## src/rtl/lseq_pkg.sv

```systemverilog
package lseq_pkg;
  localparam int NUM_LAYERS = 7;
  localparam logic [3:0] CTRL_ADDR = 4'hF;

  typedef enum logic [1:0] {
    MODE_CONV = 2'd0,
    MODE_POOL = 2'd1,
    MODE_FC   = 2'd2
  } mode_e;

  typedef enum logic [2:0] {
    ST_IDLE, ST_RD, ST_WR, ST_ARG, ST_ARGW
  } state_e;

  function automatic mode_e mode_of(input logic [2:0] idx);
    case (idx)
      3'd1, 3'd3: mode_of = MODE_POOL;
      3'd5, 3'd6: mode_of = MODE_FC;
      default:    mode_of = MODE_CONV;
    endcase
  endfunction
endpackage

```

## src/rtl/lseq_dimtab.sv

```systemverilog
module lseq_dimtab
  import lseq_pkg::*;
#(
  parameter int LW = 11
) (
  input  logic          clk,
  input  logic          rst_n,
  input  logic          we,
  input  logic [3:0]    addr,
  input  logic [LW-1:0] wdata,
  input  logic [2:0]    sel_layer,
  output logic [LW-1:0] rd_len,
  output logic [LW-1:0] wr_len
);
  logic [LW-1:0] rd_tab [NUM_LAYERS];
  logic [LW-1:0] wr_tab [NUM_LAYERS];

  for (genvar g = 0; g < NUM_LAYERS; g++) begin : g_entry
    always_ff @(posedge clk or negedge rst_n) begin
      if (!rst_n) begin
        rd_tab[g] <= LW'(1);
        wr_tab[g] <= LW'(1);
      end else if (we && addr[2:0] == 3'(g)) begin
        if (addr[3]) wr_tab[g] <= wdata;
        else         rd_tab[g] <= wdata;
      end
    end
  end

  always_comb begin
    rd_len = LW'(1);
    wr_len = LW'(1);
    if (int'(sel_layer) < NUM_LAYERS) begin
      rd_len = rd_tab[sel_layer];
      wr_len = wr_tab[sel_layer];
    end
  end

  AST_LEN_NONZERO: assert property (@(posedge clk) disable iff (!rst_n)
    (rd_len != '0) && (wr_len != '0)) else $error("zero length");
endmodule

```

## src/rtl/lseq_argmax.sv

```systemverilog
module lseq_argmax #(
  parameter int DW     = 12,
  parameter int NCLASS = 10,
  parameter int CIW    = 4
) (
  input  logic                 clk,
  input  logic                 rst_n,
  input  logic                 clear,
  input  logic                 in_valid,
  input  logic [CIW-1:0]       in_idx,
  input  logic signed [DW-1:0] in_data,
  output logic [CIW-1:0]       best_idx
);
  logic signed [DW-1:0] best_val;

  function automatic logic beats(input logic signed [DW-1:0] cand,
                                 input logic signed [DW-1:0] held);
    beats = cand > held;
  endfunction

  wire take = in_valid && (in_idx == '0 || beats(in_data, best_val));

  always_ff @(posedge clk or negedge rst_n) begin
    if (!rst_n) begin
      best_val <= '0;
      best_idx <= '0;
    end else if (clear) begin
      best_val <= '0;
      best_idx <= '0;
    end else if (take) begin
      best_val <= in_data;
      best_idx <= in_idx;
    end
  end

  AST_CLASS_RANGE: assert property (@(posedge clk) disable iff (!rst_n)
    int'(best_idx) < NCLASS) else $error("class out of range");
  AST_TIE_KEEPS: assert property (@(posedge clk) disable iff (!rst_n)
    (in_valid && in_idx != '0 && in_data == best_val && !clear) |=> $stable(best_idx))
    else $error("tie replaced lower index");
endmodule

```

## src/rtl/lseq_top.sv

```systemverilog
module lseq_top
  import lseq_pkg::*;
#(
  parameter int DW     = 12,
  parameter int AW     = 10,
  parameter int LW     = AW + 1,
  parameter int WAW    = 16,
  parameter int BAW    = 9,
  parameter int CW     = 20,
  parameter int NCLASS = 10,
  parameter int CIW    = $clog2(NCLASS)
) (
  input  logic                 clk,
  input  logic                 rst_n,
  input  logic                 cfg_we,
  input  logic [3:0]           cfg_addr,
  input  logic [LW-1:0]        cfg_wdata,
  input  logic signed [DW-1:0] res_data,
  output logic                 busy,
  output logic                 irq,
  output logic [2:0]           layer_idx,
  output logic [1:0]           layer_mode,
  output logic                 src_sel,
  output logic                 rd_en,
  output logic [AW-1:0]        rd_addr,
  output logic                 wr_en,
  output logic [AW-1:0]        wr_addr,
  output logic                 wt_en,
  output logic [WAW-1:0]       wt_addr,
  output logic                 bias_en,
  output logic [BAW-1:0]       bias_addr,
  output logic [CIW-1:0]       class_idx,
  output logic [CW-1:0]        cycle_count
);
  localparam logic [2:0]    LAST_LAYER = 3'(NUM_LAYERS - 1);
  localparam logic [LW-1:0] LAST_CLASS = LW'(NCLASS - 1);

  state_e        state;
  logic [LW-1:0] cnt;
  logic [LW-1:0] rd_len, wr_len;
  logic          arg_vld;
  logic [CIW-1:0] arg_idx;

  // named internal events
  wire start_req  = cfg_we && cfg_addr == CTRL_ADDR && cfg_wdata[0];
  wire clear_req  = cfg_we && cfg_addr == CTRL_ADDR && cfg_wdata[1];
  wire start_ok   = start_req && state == ST_IDLE;
  wire has_params = layer_mode != MODE_POOL;
  wire rd_last    = state == ST_RD  && cnt == rd_len - LW'(1);
  wire wr_last    = state == ST_WR  && cnt == wr_len - LW'(1);
  wire arg_last   = state == ST_ARG && cnt == LAST_CLASS;

  lseq_dimtab #(.LW(LW)) u_tab (
    .clk(clk), .rst_n(rst_n), .we(cfg_we), .addr(cfg_addr), .wdata(cfg_wdata),
    .sel_layer(layer_idx), .rd_len(rd_len), .wr_len(wr_len)
  );

  always_ff @(posedge clk or negedge rst_n) begin
    if (!rst_n) begin
      state       <= ST_IDLE;
      cnt         <= '0;
      layer_idx   <= '0;
      src_sel     <= 1'b0;
      wt_addr     <= '0;
      bias_addr   <= '0;
      cycle_count <= '0;
      irq         <= 1'b0;
    end else begin
      if (state != ST_IDLE) cycle_count <= cycle_count + CW'(1);
      case (state)
        ST_IDLE: begin
          if (start_ok) begin
            state       <= ST_RD;
            cnt         <= '0;
            layer_idx   <= '0;
            src_sel     <= 1'b0;
            wt_addr     <= '0;
            bias_addr   <= '0;
            cycle_count <= '0;
            irq         <= 1'b0;
          end else if (clear_req) begin
            irq <= 1'b0;
          end
        end
        ST_RD: begin
          if (has_params) wt_addr <= wt_addr + WAW'(1);
          if (rd_last) begin
            cnt   <= '0;
            state <= ST_WR;
          end else cnt <= cnt + LW'(1);
        end
        ST_WR: begin
          if (has_params) bias_addr <= bias_addr + BAW'(1);
          if (wr_last) begin
            cnt     <= '0;
            src_sel <= ~src_sel;
            if (layer_idx == LAST_LAYER) state <= ST_ARG;
            else begin
              layer_idx <= layer_idx + 3'd1;
              state     <= ST_RD;
            end
          end else cnt <= cnt + LW'(1);
        end
        ST_ARG: begin
          if (arg_last) begin
            cnt   <= '0;
            state <= ST_ARGW;
          end else cnt <= cnt + LW'(1);
        end
        ST_ARGW: begin
          state <= ST_IDLE;
          irq   <= 1'b1;
        end
        default: state <= ST_IDLE;
      endcase
    end
  end

  always_ff @(posedge clk or negedge rst_n) begin
    if (!rst_n) begin
      arg_vld <= 1'b0;
      arg_idx <= '0;
    end else begin
      arg_vld <= state == ST_ARG;
      arg_idx <= cnt[CIW-1:0];
    end
  end

  lseq_argmax #(.DW(DW), .NCLASS(NCLASS), .CIW(CIW)) u_arg (
    .clk(clk), .rst_n(rst_n), .clear(start_ok), .in_valid(arg_vld),
    .in_idx(arg_idx), .in_data(res_data), .best_idx(class_idx)
  );

  always_comb begin
    busy       = state != ST_IDLE;
    layer_mode = mode_of(layer_idx);
    rd_en      = state == ST_RD || state == ST_ARG;
    rd_addr    = cnt[AW-1:0];
    wr_en      = state == ST_WR;
    wr_addr    = cnt[AW-1:0];
    wt_en      = state == ST_RD && has_params;
    bias_en    = state == ST_WR && has_params;
  end

  AST_RW_EXCL: assert property (@(posedge clk) disable iff (!rst_n)
    !(rd_en && wr_en)) else $error("read and write together");
  AST_POOL_QUIET: assert property (@(posedge clk) disable iff (!rst_n)
    (busy && layer_mode == MODE_POOL) |-> (!wt_en && !bias_en)) else $error("pool touched params");
  AST_SWAP: assert property (@(posedge clk) disable iff (!rst_n)
    (busy && $past(busy) && layer_idx != $past(layer_idx)) |-> (src_sel != $past(src_sel)))
    else $error("no buffer swap");
  AST_BUSY_COUNT: assert property (@(posedge clk) disable iff (!rst_n)
    busy |=> cycle_count == $past(cycle_count) + CW'(1)) else $error("count broke");
  AST_IRQ_IDLE: assert property (@(posedge clk) disable iff (!rst_n)
    irq |-> !busy) else $error("irq while busy");
  AST_IRQ_HOLD: assert property (@(posedge clk) disable iff (!rst_n)
    (irq && !cfg_we) |=> irq) else $error("irq dropped");
endmodule

```

## config.mk

```make
export PLATFORM = sky130hd
export DESIGN_NAME = lseq_top
export DESIGN_NICKNAME = d
export VERILOG_FILES = /design/src/rtl/lseq_pkg.sv /design/src/rtl/lseq_dimtab.sv /design/src/rtl/lseq_argmax.sv /design/src/rtl/lseq_top.sv
export SDC_FILE = /design/constraint.sdc
export NUM_CORES = 1
export LEC_CHECK = 0
export BUFFER_PORTS_ARGS = -buffer_cell sky130_fd_sc_hd__buf_2
export CORE_ASPECT_RATIO = 0.6
export CORE_UTILIZATION = 60
export CTS_CLUSTER_DIAMETER = 200
export DETAILED_ROUTE_END_ITERATION = 10
export PLACE_DENSITY = 0.8
export SLEW_MARGIN = 20
export SYNTH_ARGS = -nofsm -noshare
export SYNTH_HDL_FRONTEND = slang
export SYNTH_HIERARCHICAL = 1
export SYNTH_SLANG_ARGS = --single-unit
```

## constraint.sdc

```tcl
create_clock -name clk -period 5.3 [get_ports clk]
set_input_delay 1.325 -clock clk [delete_from_list [all_inputs] [get_ports clk]]
set_output_delay 1.325 -clock clk [all_outputs]
set_load 0.005 [all_outputs]
```

==> flow_summary_export.csv, run 1 <==
group,metric,value,unit
layout,stdcell_count,1504,
sta,setup-violations-final,0,
yosys,synth.top_cells.by_count,"225 x dfrtp_1, 127 x mux2_2, 94 x nand2_1",
die,start_util,62.4,%
clocking,htreeDepth,1,
setup_path,cpMaxStageDelayCell,"dfrtp_1",
setup_path,r2r_setup_slack,0.84,ns
sta,final_hold_viol_count,0,
setup_path,start_kind,"flip-flop",
yosys,ys_dominant_reg_cell,"dfrtp_1",
setup_path,worstSetupEndpointType,"flip-flop",
yosys,synth_cell_types,74,
clocking,cts_max_path_buffers,3,
power_and_ir_drop,p_total,6.73,mW
setup_path,cp.arrival,4.80,ns
grt,grt_pass1_vias,8857,
placed_design,hpwlAfterDp,21.1,mm
clocking,cts-root-buf,"clkbuf_16",
min_path,min_path_cells,1,
route,ant_nets,0,
grt,top_usage_layer,"met1",
sta,post-route-period-util,84.1,%
power_and_ir_drop,ir_drop,280,uV
clocking,clk_latency,0.54,ns
route,drc,0,
clocking,cts_hold_buf,0,
clocking,numCtsBuffers,23,
layout,multiInputGateArea,6130,um2
yosys,synth_largest_area_cell,"dfrtp_1",
clocking,postCtsSetupBuffers,0,
layout,fillers,1508,
outcome,status,"complete, no violations",
setup_path,rr_worst_depth,12,
min_path,holdCritStartpoint,"u_tab/wr_tab[65]$_DFFE_PN0P_",
placed_design,preCtsSetupSlack,0.928,ns
layout,fin_area,14100,um2
clocking,cts_num_sinks,239,
sta,rsz0062_at_grt,"no",
setup_path,path_class,"reg2reg",
die,die_w,190,um
power_and_ir_drop,power_density,479,nW/um2
route,drt-total-wl,30.7,mm
die,die_height,115,um
setup_path,crit-reg2reg-launch,"layer_idx[2]$_DFFE_PN0P_",
yosys,synth_nets,1200,
yosys,yosysWarnings,6,
sta,slew_headroom,30.9,%
setup_path,critPathMaxStageDelay,0.59,ns
route,vias_per_cell,6.06,
yosys,synth_enable_flop_cells,0,
power_and_ir_drop,p_leak,6.31,nW
grt,grt_util_met1,45.9,%
route,first_pass_iters,5,
placed_design,portBuffers,110,
grt,grtUsageMet2,40.9,%
setup_path,path_max_fanout,18,
yosys,syn_inst,1148,
die,dieArea,21800,um2
grt,grt_max_degree,124,
yosys,yosysMostFrequentCell,"dfrtp_1",
grt,overflow,0,
flow_run,maxCapViolCount,0,
yosys,ys_seq_elements,239,
sta,final.setup_skew,0.0241,ns
die,rows,40,
yosys,synthTopCellsByArea,"dfrtp_1 44%, mux2_2 11%, mux2i_1 6.5%",
die,core-area,20400,um2
min_path,hp-class,"reg2reg",
layout,layout-drive-gt1-share,29.2,%
clocking,cts_resized,0,
placed_design,placed_cells,1464,
layout,finalNetCount,1268,
grt,antenna_found_initial,0,
min_path,holdPathEnd,"u_tab/wr_tab[65]$_DFFE_PN0P_",
setup_path,path_cells,"buf_4, or2_2, o221ai_1, inv_1, ha_1, nor2b_1, or3_1, a31o_2, nor4_1, a31oi_2, nor2_4, o22ai_1",
placed_design,post_dp_cell_area,13300,um2
layout,num_antenna_cells,0,
grt,grt_pass1_wl,49.2,mm
setup_path,cp_num_buf_inv,2,
yosys,synth_async_sr_flop_share,100,%
sta,final.min_clock_period,4.46,ns
sta,setup_tns,0,ns
sta,fmaxAchievable,224,MHz
placed_design,gp_congestion,0.888,
route,num_vias,9118,
sta,slew_viol_final,0,
route,post_drt_wl_per_cell,20.4,um
route,drt-initial-drc-count,780,
die,ios,111,
sta,tightest_slew,1.04,ns
sta,holdWs,0.486,ns
yosys,synth_area,12700,um2
yosys,seq_area_frac_synth,47.2,%
clocking,clk_pin_slew,0.06,ns
setup_path,r2r_end,"cnt[1]$_DFFE_PN0P_",
layout,regArea,6000,um2
grt,gr-usage-met3,6.47,%
setup_path,crit_family,"simple AND/OR/NAND/NOR gates",
yosys,synth_top_area_share,44.3,%
sta,setup_ws,0.843,ns
yosys,syn_avg_cell_area,11.1,um2
setup_path,crit_required,5.64,ns
layout,postLayoutCoreUtil,69.0,%
layout,area_growth,10.7,%
grt,grt_util_all_layers,29.0,%
clocking,cts_tree,"yes",
flip-flops by register name, summed over array words and instances (netlist names):
register        cells
arg_idx             4
u_tab/rd_tab       77
layer_idx           3
irq                 1
src_sel             1
arg_vld             1
bias_addr           9
cnt                11
wt_addr            16
u_arg/best_val     12
state               3
u_arg/best_idx      4
u_tab/wr_tab       77
cycle_count        20
layout make-up:
| class | count | area share, % |
|---|---|---|
| Clock inverter | 7 | 0.498 |
| Multi-Input combinational cell | 791 | 43.6 |
| Timing Repair Buffer | 131 | 5.11 |
| Clock buffer | 33 | 4.86 |
| Tap cell | 273 | 2.43 |
| Sequential cell | 239 | 42.7 |
| Inverter | 30 | 0.801 |
cell families (layout without fill, tap and decap cells):
kind of cell | Yosys count | in the layout | share of synthesized area, %
DFF | 239 | 239 | 47.2
buffers and inverters | 118 | 201 | 4.65
and+or+nand+nor | 338 | 338 | 14.2
xor gates and xnor gates | 39 | 39 | 2.69
muxes | 242 | 242 | 20.6
adders and majority gates | 22 | 22 | 2.17
AOI/OAI and AO/OA | 150 | 150 | 8.48
power by group:
group / switching [mW] / internal [mW]
sequential: 0.467 / 2.32
combinational: 1.23 / 1.05
clock: 0.719 / 0.945
how the worst max path moves through the flow:
stage                             startpoint                   to  slack, ns  cells past startpoint
CTS                 layer_idx[2]$_DFFE_PN0P_   cnt[1]$_DFFE_PN0P_       0.88                     12
global placement    layer_idx[2]$_DFFE_PN0P_   cnt[1]$_DFFE_PN0P_       1.19                     12
detailed placement  layer_idx[2]$_DFFE_PN0P_   cnt[1]$_DFFE_PN0P_       0.93                     12
finish              layer_idx[2]$_DFFE_PN0P_   cnt[1]$_DFFE_PN0P_       0.84                     12
floorplan           layer_idx[1]$_DFFE_PN0P_  src_sel$_DFFE_PN0P_       1.52                     12
global route        layer_idx[0]$_DFFE_PN0P_   cnt[1]$_DFFE_PN0P_       0.56                     14
per-layer routing:
metal | share of wire (%) | wire length, um
met5 | 0 | 0
met4 | 1.1 | 343
met2 | 42 | 12900
met1 | 50 | 15300
met3 | 7.0 | 2160
placed cells by master, fill, tap and decap left out, types with 13 or more instances in the layout:
master | synthesis | layout
dfrtp_1 | 225 | 224
mux2_2 | 127 | 127
buf_2 | 18 | 109
nand2_1 | 94 | 94
mux2i_1 | 83 | 83
nor2_1 | 46 | 46
nand2b_1 | 41 | 41
mux2_1 | 32 | 32
nand3_1 | 29 | 29
inv_1 | 28 | 28
or2_2 | 28 | 28
o21ai_0 | 27 | 27
a31oi_1 | 26 | 26
xor2_1 | 26 | 26
clkbuf_16 | 0 | 23
a22o_1 | 22 | 22
ha_1 | 22 | 22
buf_4 | 23 | 21
a21oi_1 | 20 | 20
dfstp_2 | 14 | 14
nor3_1 | 15 | 13
xnor2_1 | 13 | 13
Note: power is estimated with default switching activity, not from simulation.
==> inputs of run 2 (changes only) <==
ABC_AREA = 1   (was not set)
CORE_UTILIZATION = 55   (was 60)
PLACE_DENSITY = 0.77   (was 0.8)
clock period = 3.9 ns   (was 5.3 ns; I/O delays follow)
==> run 2 against run 1 <==
  * Critical path depth grew 7
  * Worst setup slack lost 0.24 ns
  * Maximum frequency grew 35%
  * First-iteration DRC count grew 39%
  * Critical path type unchanged
  * Global-route usage shrank 0.71 points
==> flow_summary_export.csv, run 2 <==
group,metric,value,unit
outcome,status,"complete, no violations",
layout,final_common_cell,"nand2_1",
setup_path,path_max_fanout,35,
placed_design,hpwlAfterDp,24.5,mm
yosys,ys_dominant_reg_cell,"dfrtp_1",
grt,grt_pass1_wl,56.6,mm
yosys,synthTopCellsByArea,"dfrtp_1 41%, nand2_1 18%, inv_1 5.8%",
flow_run,maxCapViolCount,0,
clocking,cts_max_path_buffers,3,
sta,final.setup_skew,0.0146,ns
grt,antenna_found_initial,0,
setup_path,path_class,"reg2reg",
route,wl_met3,2.92,mm
yosys,yosysWarnings,6,
layout,reg_top3,"u_tab/rd_tab: 77 flops, u_tab/wr_tab: 77 flops, cycle_count: 20 flops",
grt,grt_max_degree,106,
power_and_ir_drop,clockPowerShare,23.0,%
placed_design,portBuffers,110,
yosys,synth_async_sr_flop_share,100,%
clocking,cts_hold_buf,0,
clocking,clk_pin_slew,0.07,ns
setup_path,start_kind,"flip-flop",
layout,finalNetCount,1911,
grt,overflow,0,
sta,setup_tns,0,ns
clocking,cts-root-buf,"clkbuf_16",
route,ant_nets,0,
layout,area_growth,9.23,%
yosys,syn_avg_cell_area,7.49,um2
route,num_vias,12000,
setup_path,crit_required,4.33,ns
die,die_w,205,um
yosys,synth_area,13600,um2
power_and_ir_drop,combPwrFrac,42.0,%
route,post_drt_wl_per_cell,16.2,um
power_and_ir_drop,net-switching-power,4.51,mW
yosys,synth_cell_types,53,
die,core-area,24200,um2
power_and_ir_drop,p_leak,7.91,nW
clocking,numCtsBuffers,24,
clocking,clk_latency,0.54,ns
clocking,htreeDepth,1,
sta,final_hold_viol_count,0,
sta,final.min_clock_period,3.30,ns
yosys,synth.top_cells.by_count,"665 x nand2_1, 225 x dfrtp_1, 209 x inv_1",
power_and_ir_drop,power_density,717,nW/um2
yosys,synth_enable_flop_cells,0,
sta,rsz0062_at_grt,"no",
setup_path,worstSetupEndpointType,"flip-flop",
route,drt-total-wl,35.6,mm
layout,regArea,6000,um2
route,dr_wl_met2,15.0,mm
route,top_layer_used,"met4",
yosys,yosysMostFrequentCell,"nand2_1",
layout,multiInputGateArea,6050,um2
power_and_ir_drop,internal_power,6.12,mW
placed_design,gp_congestion,0.917,
yosys,syn_inst,1812,
clocking,cts_num_sinks,239,
power_and_ir_drop,ir_drop,390,uV
yosys,ys_seq_elements,239,
yosys,seq_area_frac_synth,44.2,%
grt,grt_pass1_vias,10700,
route,met1Wirelength,17.0,mm
layout,fillers,2144,
layout,layout-drive-gt1-share,14.8,%
layout,num_antenna_cells,0,
layout,stdcell_count,2197,
clocking,cts_resized,0,
sta,setup-violations-final,0,
placed_design,placed_cells,2155,
sta,slew_viol_final,0,
route,vias_per_cell,5.46,
min_path,hp-class,"in2async",
grt,grt_util_all_layers,28.3,%
route,first_pass_iters,6,
die,dieArea,25300,um2
clocking,postCtsSetupBuffers,0,
setup_path,r2r_setup_slack,0.60,ns
die,rows,44,
sta,slew_headroom,24.6,%
clocking,cts_tree,"yes",
route,drc,0,
setup_path,cp.arrival,3.73,ns
route,drt-initial-drc-count,1085,
power_and_ir_drop,p_sw_share,42.4,%
yosys,synth_nets,1864,
sta,post-route-period-util,84.6,%
sta,fmaxAchievable,303,MHz
sta,tightest_slew,1.13,ns
die,ios,111,
yosys,synth_top_area_share,41.5,%
layout,mostFrequentLayoutCells,"664 x nand2_1, 224 x dfrtp_1, 209 x inv_1",
die,start_util,56.0,%
yosys,synth_largest_area_cell,"dfrtp_1",
die,die_height,124,um
power_and_ir_drop,seqPwrFrac,35.1,%
-- run 2: through the flow --
step	utilization (%)	total power [mW]	area (um2)	hold slack [ns]	worst slack [ns]
after floorplan	-	6.92	13600	0.391	1.22
after global placement	57.8	7.98	14000	0.465	0.726
after detailed placement	57.8	8.12	14000	0.469	0.633
after CTS	61.2	10.6	14800	0.480	0.672
after global routing	61.2	11.5	14800	0.496	0.266
final	61.2	10.6	14800	0.471	0.600
-- run 2: cell type report --
class / count / share of cell area [%]
timing repair buffer: 125 / 4.71
multi-input combinational: 1244 / 40.8
inverter: 225 / 5.73
tap: 322 / 2.72
clock buffer: 35 / 5.01
sequential: 239 / 40.5
clock inverter: 7 / 0.599
-- run 2: power groups by stage --
stage          logic [mW]  registers, mW  clock network (mW)
2_1_floorplan        3.33           3.58                   0
3_3_place_gp         4.26           3.72                   0
3_5_place_dp         4.38           3.75                   0
4_1_cts              4.40           3.72                2.47
5_1_grt              5.08           3.82                2.58
6_report             4.46           3.73                2.44
-- run 2: metal layers --
layer | up-vias | track usage [%]
li1 | 5771 | -
met1 | 5703 | 43.2
met2 | 468 | 41.4
met3 | 56 | 5.21
met4 | 0 | 6.11
met5 | - | 0
-- run 2: worst paths after layout --
check                                                   from                            end  depth (start not counted)
worst max register to register      layer_idx[0]$_DFFE_PN0P_             cnt[0]$_DFFE_PN0P_                         19
worst min register to register  u_tab/wr_tab[11]$_DFFE_PN1P_   u_tab/wr_tab[11]$_DFFE_PN1P_                          2
worst min-delay path                                   rst_n  u_arg/best_val[6]$_DFFE_PN0P_                          1
max in group asynchronous                              rst_n   u_tab/wr_tab[44]$_DFFE_PN1P_                          2
min in group clk                u_tab/wr_tab[11]$_DFFE_PN1P_   u_tab/wr_tab[11]$_DFFE_PN1P_                          2
worst max-delay path                layer_idx[0]$_DFFE_PN0P_             cnt[0]$_DFFE_PN0P_                         19
-- run 2: logic make-up after synthesis --
group	synth area share [%]
fa+ha+maj	2.03
xor+xnor	1.87
mux	0.0737
flops	44.2
simple gates	30.8
buf+inv	11.3
compound gates	9.76
-- run 2: critical path: stages (launching register included) --
cell,delay (ns)
dfrtp_2,0.44
inv_4,0.27
buf_4,0.45
nand2_1,0.10
nand3_1,0.09
nand2_1,0.06
nand2_1,0.09
nand2_1,0.15
nor2_1,0.17
nand2_1,0.11
nor2_1,0.21
nand3_1,0.10
nand2_1,0.10
nand3_1,0.07
nor2_1,0.08
nand2_1,0.10
a21boi_2,0.27
nand2_2,0.17
nand2_1,0.10
nand2_1,0.06
==> inputs of run 3 (changes only) <==
clock period = 2.7 ns   (was 3.9 ns; I/O delays follow)
==> run 3 against run 2 <==
  * The run now ends with setup timing left
  * Design area grew 6.7%
  * Via count grew 1.4%
  * Core utilization grew 4.1 points
  * Die area is the same
  * Clock power grew 37%
  * Sequential share of layout area shrank 2.5 points
  * Sequential cell count is the same
  * Global-route usage grew 0.45 points
  * Clock skew shrank 0.0025 ns
  * Maximum frequency grew 20%
  * Non-clock buffer count grew 64
  * Worst setup slack lost 0.65 ns
  * Critical path type unchanged
  * Largest cell class unchanged
==> flow_summary_export.csv, run 3 (synthesized netlist as in run 2, its figures left out) <==
group,metric,value,unit
setup_path,crit_top_cell,"nand2_1",
route,drt-initial-drc-count,1148,
setup_path,cpMaxStageDelayCell,"dfrtp_2",
grt,grt_util_all_layers,28.8,%
grt,antenna_found_initial,0,
clocking,cts_tree,"yes",
route,first_pass_iters,6,
placed_design,placed_cells,2205,
grt,grt_pass1_wl,57.5,mm
setup_path,crit_required,3.12,ns
setup_path,path_cells,"buf_8, buf_8, nand2_1, nand3_1, nand2_1, nand2_1, nand2_2, or2_1, nor2_2, nand3_1, nand2_1, nand3_1, nor2_2, nand2_2, a21boi_4, nand2_4, nand2_2, nand2_1",
sta,final.min_clock_period,2.76,ns
route,post_drt_wl_per_cell,16.2,um
min_path,hp-class,"in2async",
grt,grt_pass1_vias,11000,
power_and_ir_drop,ir_drop,544,uV
die,dieArea,25300,um2
clocking,clk_latency,0.52,ns
grt,grt_max_degree,63,
power_and_ir_drop,p_total,16.8,mW
placed_design,hpwlAfterDp,24.8,mm
outcome,violations,"setup timing",
route,vias_per_cell,5.39,
layout,stdcell_count,2259,
sta,setup_tns,-0.580,ns
setup_path,crit_family,"simple AND/OR/NAND/NOR gates",
power_and_ir_drop,p_leak,8.29,nW
sta,tightest_slew,0.642,ns
sta,post-route-period-util,102,%
setup_path,cp.arrival,3.17,ns
clocking,htreeDepth,1,
route,num_vias,12200,
die,rows,44,
layout,layout-drive-gt1-share,22.5,%
clocking,numCtsBuffers,23,
setup_path,cp_num_buf_inv,2,
clocking,cts_num_sinks,239,
die,die_height,124,um
route,ant_nets,0,
placed_design,preCtsSetupSlack,-0.206,ns
die,die_w,205,um
layout,fillers,2067,
sta,final_hold_viol_count,0,
clocking,cts-root-buf,"clkbuf_16",
die,core-area,24200,um2
power_and_ir_drop,power_density,1060,nW/um2
route,drt-total-wl,36.5,mm
sta,slew_headroom,57.1,%
clocking,cts_hold_buf,0,
sta,holdWs,0.0726,ns
outcome,status,"finished with violations",
flow_run,maxCapViolCount,0,
setup_path,worstSetupEndpointType,"flip-flop",
setup_path,start_kind,"flip-flop",
die,ios,111,
placed_design,portBuffers,110,
route,drc,0,
clocking,clk_pin_slew,0.07,ns
sta,fmaxAchievable,363,MHz
sta,rsz0062_at_grt,"yes",
layout,final_common_cell,"nand2_1",
placed_design,gp_congestion,0.937,
setup_path,critPathMaxStageDelay,0.55,ns
layout,num_antenna_cells,0,
layout,mostFrequentLayoutCells,"614 x nand2_1, 224 x dfrtp_1, 199 x inv_1",
grt,overflow,0,
sta,setup-violations-final,15,
sta,slew_viol_final,0,
layout,finalNetCount,1975,
setup_path,path_max_fanout,15,
sta,final.setup_skew,0.0120,ns
sta,setup_ws,-0.0552,ns
layout,area_growth,16.6,%
layout,reg_top3,"u_tab/rd_tab: 77 flops, u_tab/wr_tab: 77 flops, cycle_count: 20 flops",
clocking,cts_max_path_buffers,3,
die,start_util,56.0,%
setup_path,path_class,"reg2reg",
[run 3: layer usage]
| layer | global-route usage, % | wire [um] | vias to the layer above |
|---|---|---|---|
| met5 | 0 | 0 | - |
| met4 | 7.00 | 758 | 0 |
| met3 | 4.81 | 2980 | 58 |
| met2 | 41.1 | 15300 | 498 |
| met1 | 44.8 | 17500 | 5722 |
| li1 | - | - | 5889 |
[run 3: per-stage QoR]
stage,util (%),cell area (um2)
after floorplan,-,13600
after global placement,59.5,14400
after detailed placement,59.5,14400
after CTS,63.7,15400
after global routing,65.3,15800
final,65.3,15800
[run 3: final cells by class]
class | count | area [um2] | share of cell area, %
tap | 322 | 403 | 2.55
timing repair inverter | 1 | 16.3 | 0.103
inverter | 225 | 862 | 5.45
multi-input combinational | 1244 | 6430 | 40.6
clock inverter | 7 | 87.6 | 0.554
sequential | 239 | 6000 | 37.9
timing repair buffer | 189 | 1340 | 8.49
clock buffer | 32 | 679 | 4.29
[run 3: worst paths after layout]
kind	startpoint	slack [ns]	cells after the start	endpoint
max reg2reg	layer_idx[0]$_DFFE_PN0P_	-0.06	18	cnt[9]$_DFFE_PN0P_
min in group clk	res_data[8]	0.42	3	u_arg/best_val[8]$_DFFE_PN0P_
max	layer_idx[0]$_DFFE_PN0P_	-0.06	18	cnt[9]$_DFFE_PN0P_
min	rst_n	0.07	1	u_arg/best_val[7]$_DFFE_PN0P_
min reg2reg	u_tab/rd_tab[44]$_DFFE_PN1P_	0.47	2	u_tab/rd_tab[44]$_DFFE_PN1P_
max in group asynchronous	rst_n	1.84	2	u_tab/rd_tab[22]$_DFFE_PN1P_
[run 3: power by group]
group / internal [mW] / total (mW) / switching, mW
logic: 3.19 / 8.08 / 4.89
registers: 4.53 / 5.39 / 0.869
clock network: 1.94 / 3.35 / 1.41
total: 9.65 / 16.8 / 7.18
[run 3: timing repair]
item	CTS	global route
pin swaps	12	53
hold endpoints to repair	0	0
cloned	2	2
gates resized for setup	44	106
setup endpoints to repair	18	18
setup buffers	9	2
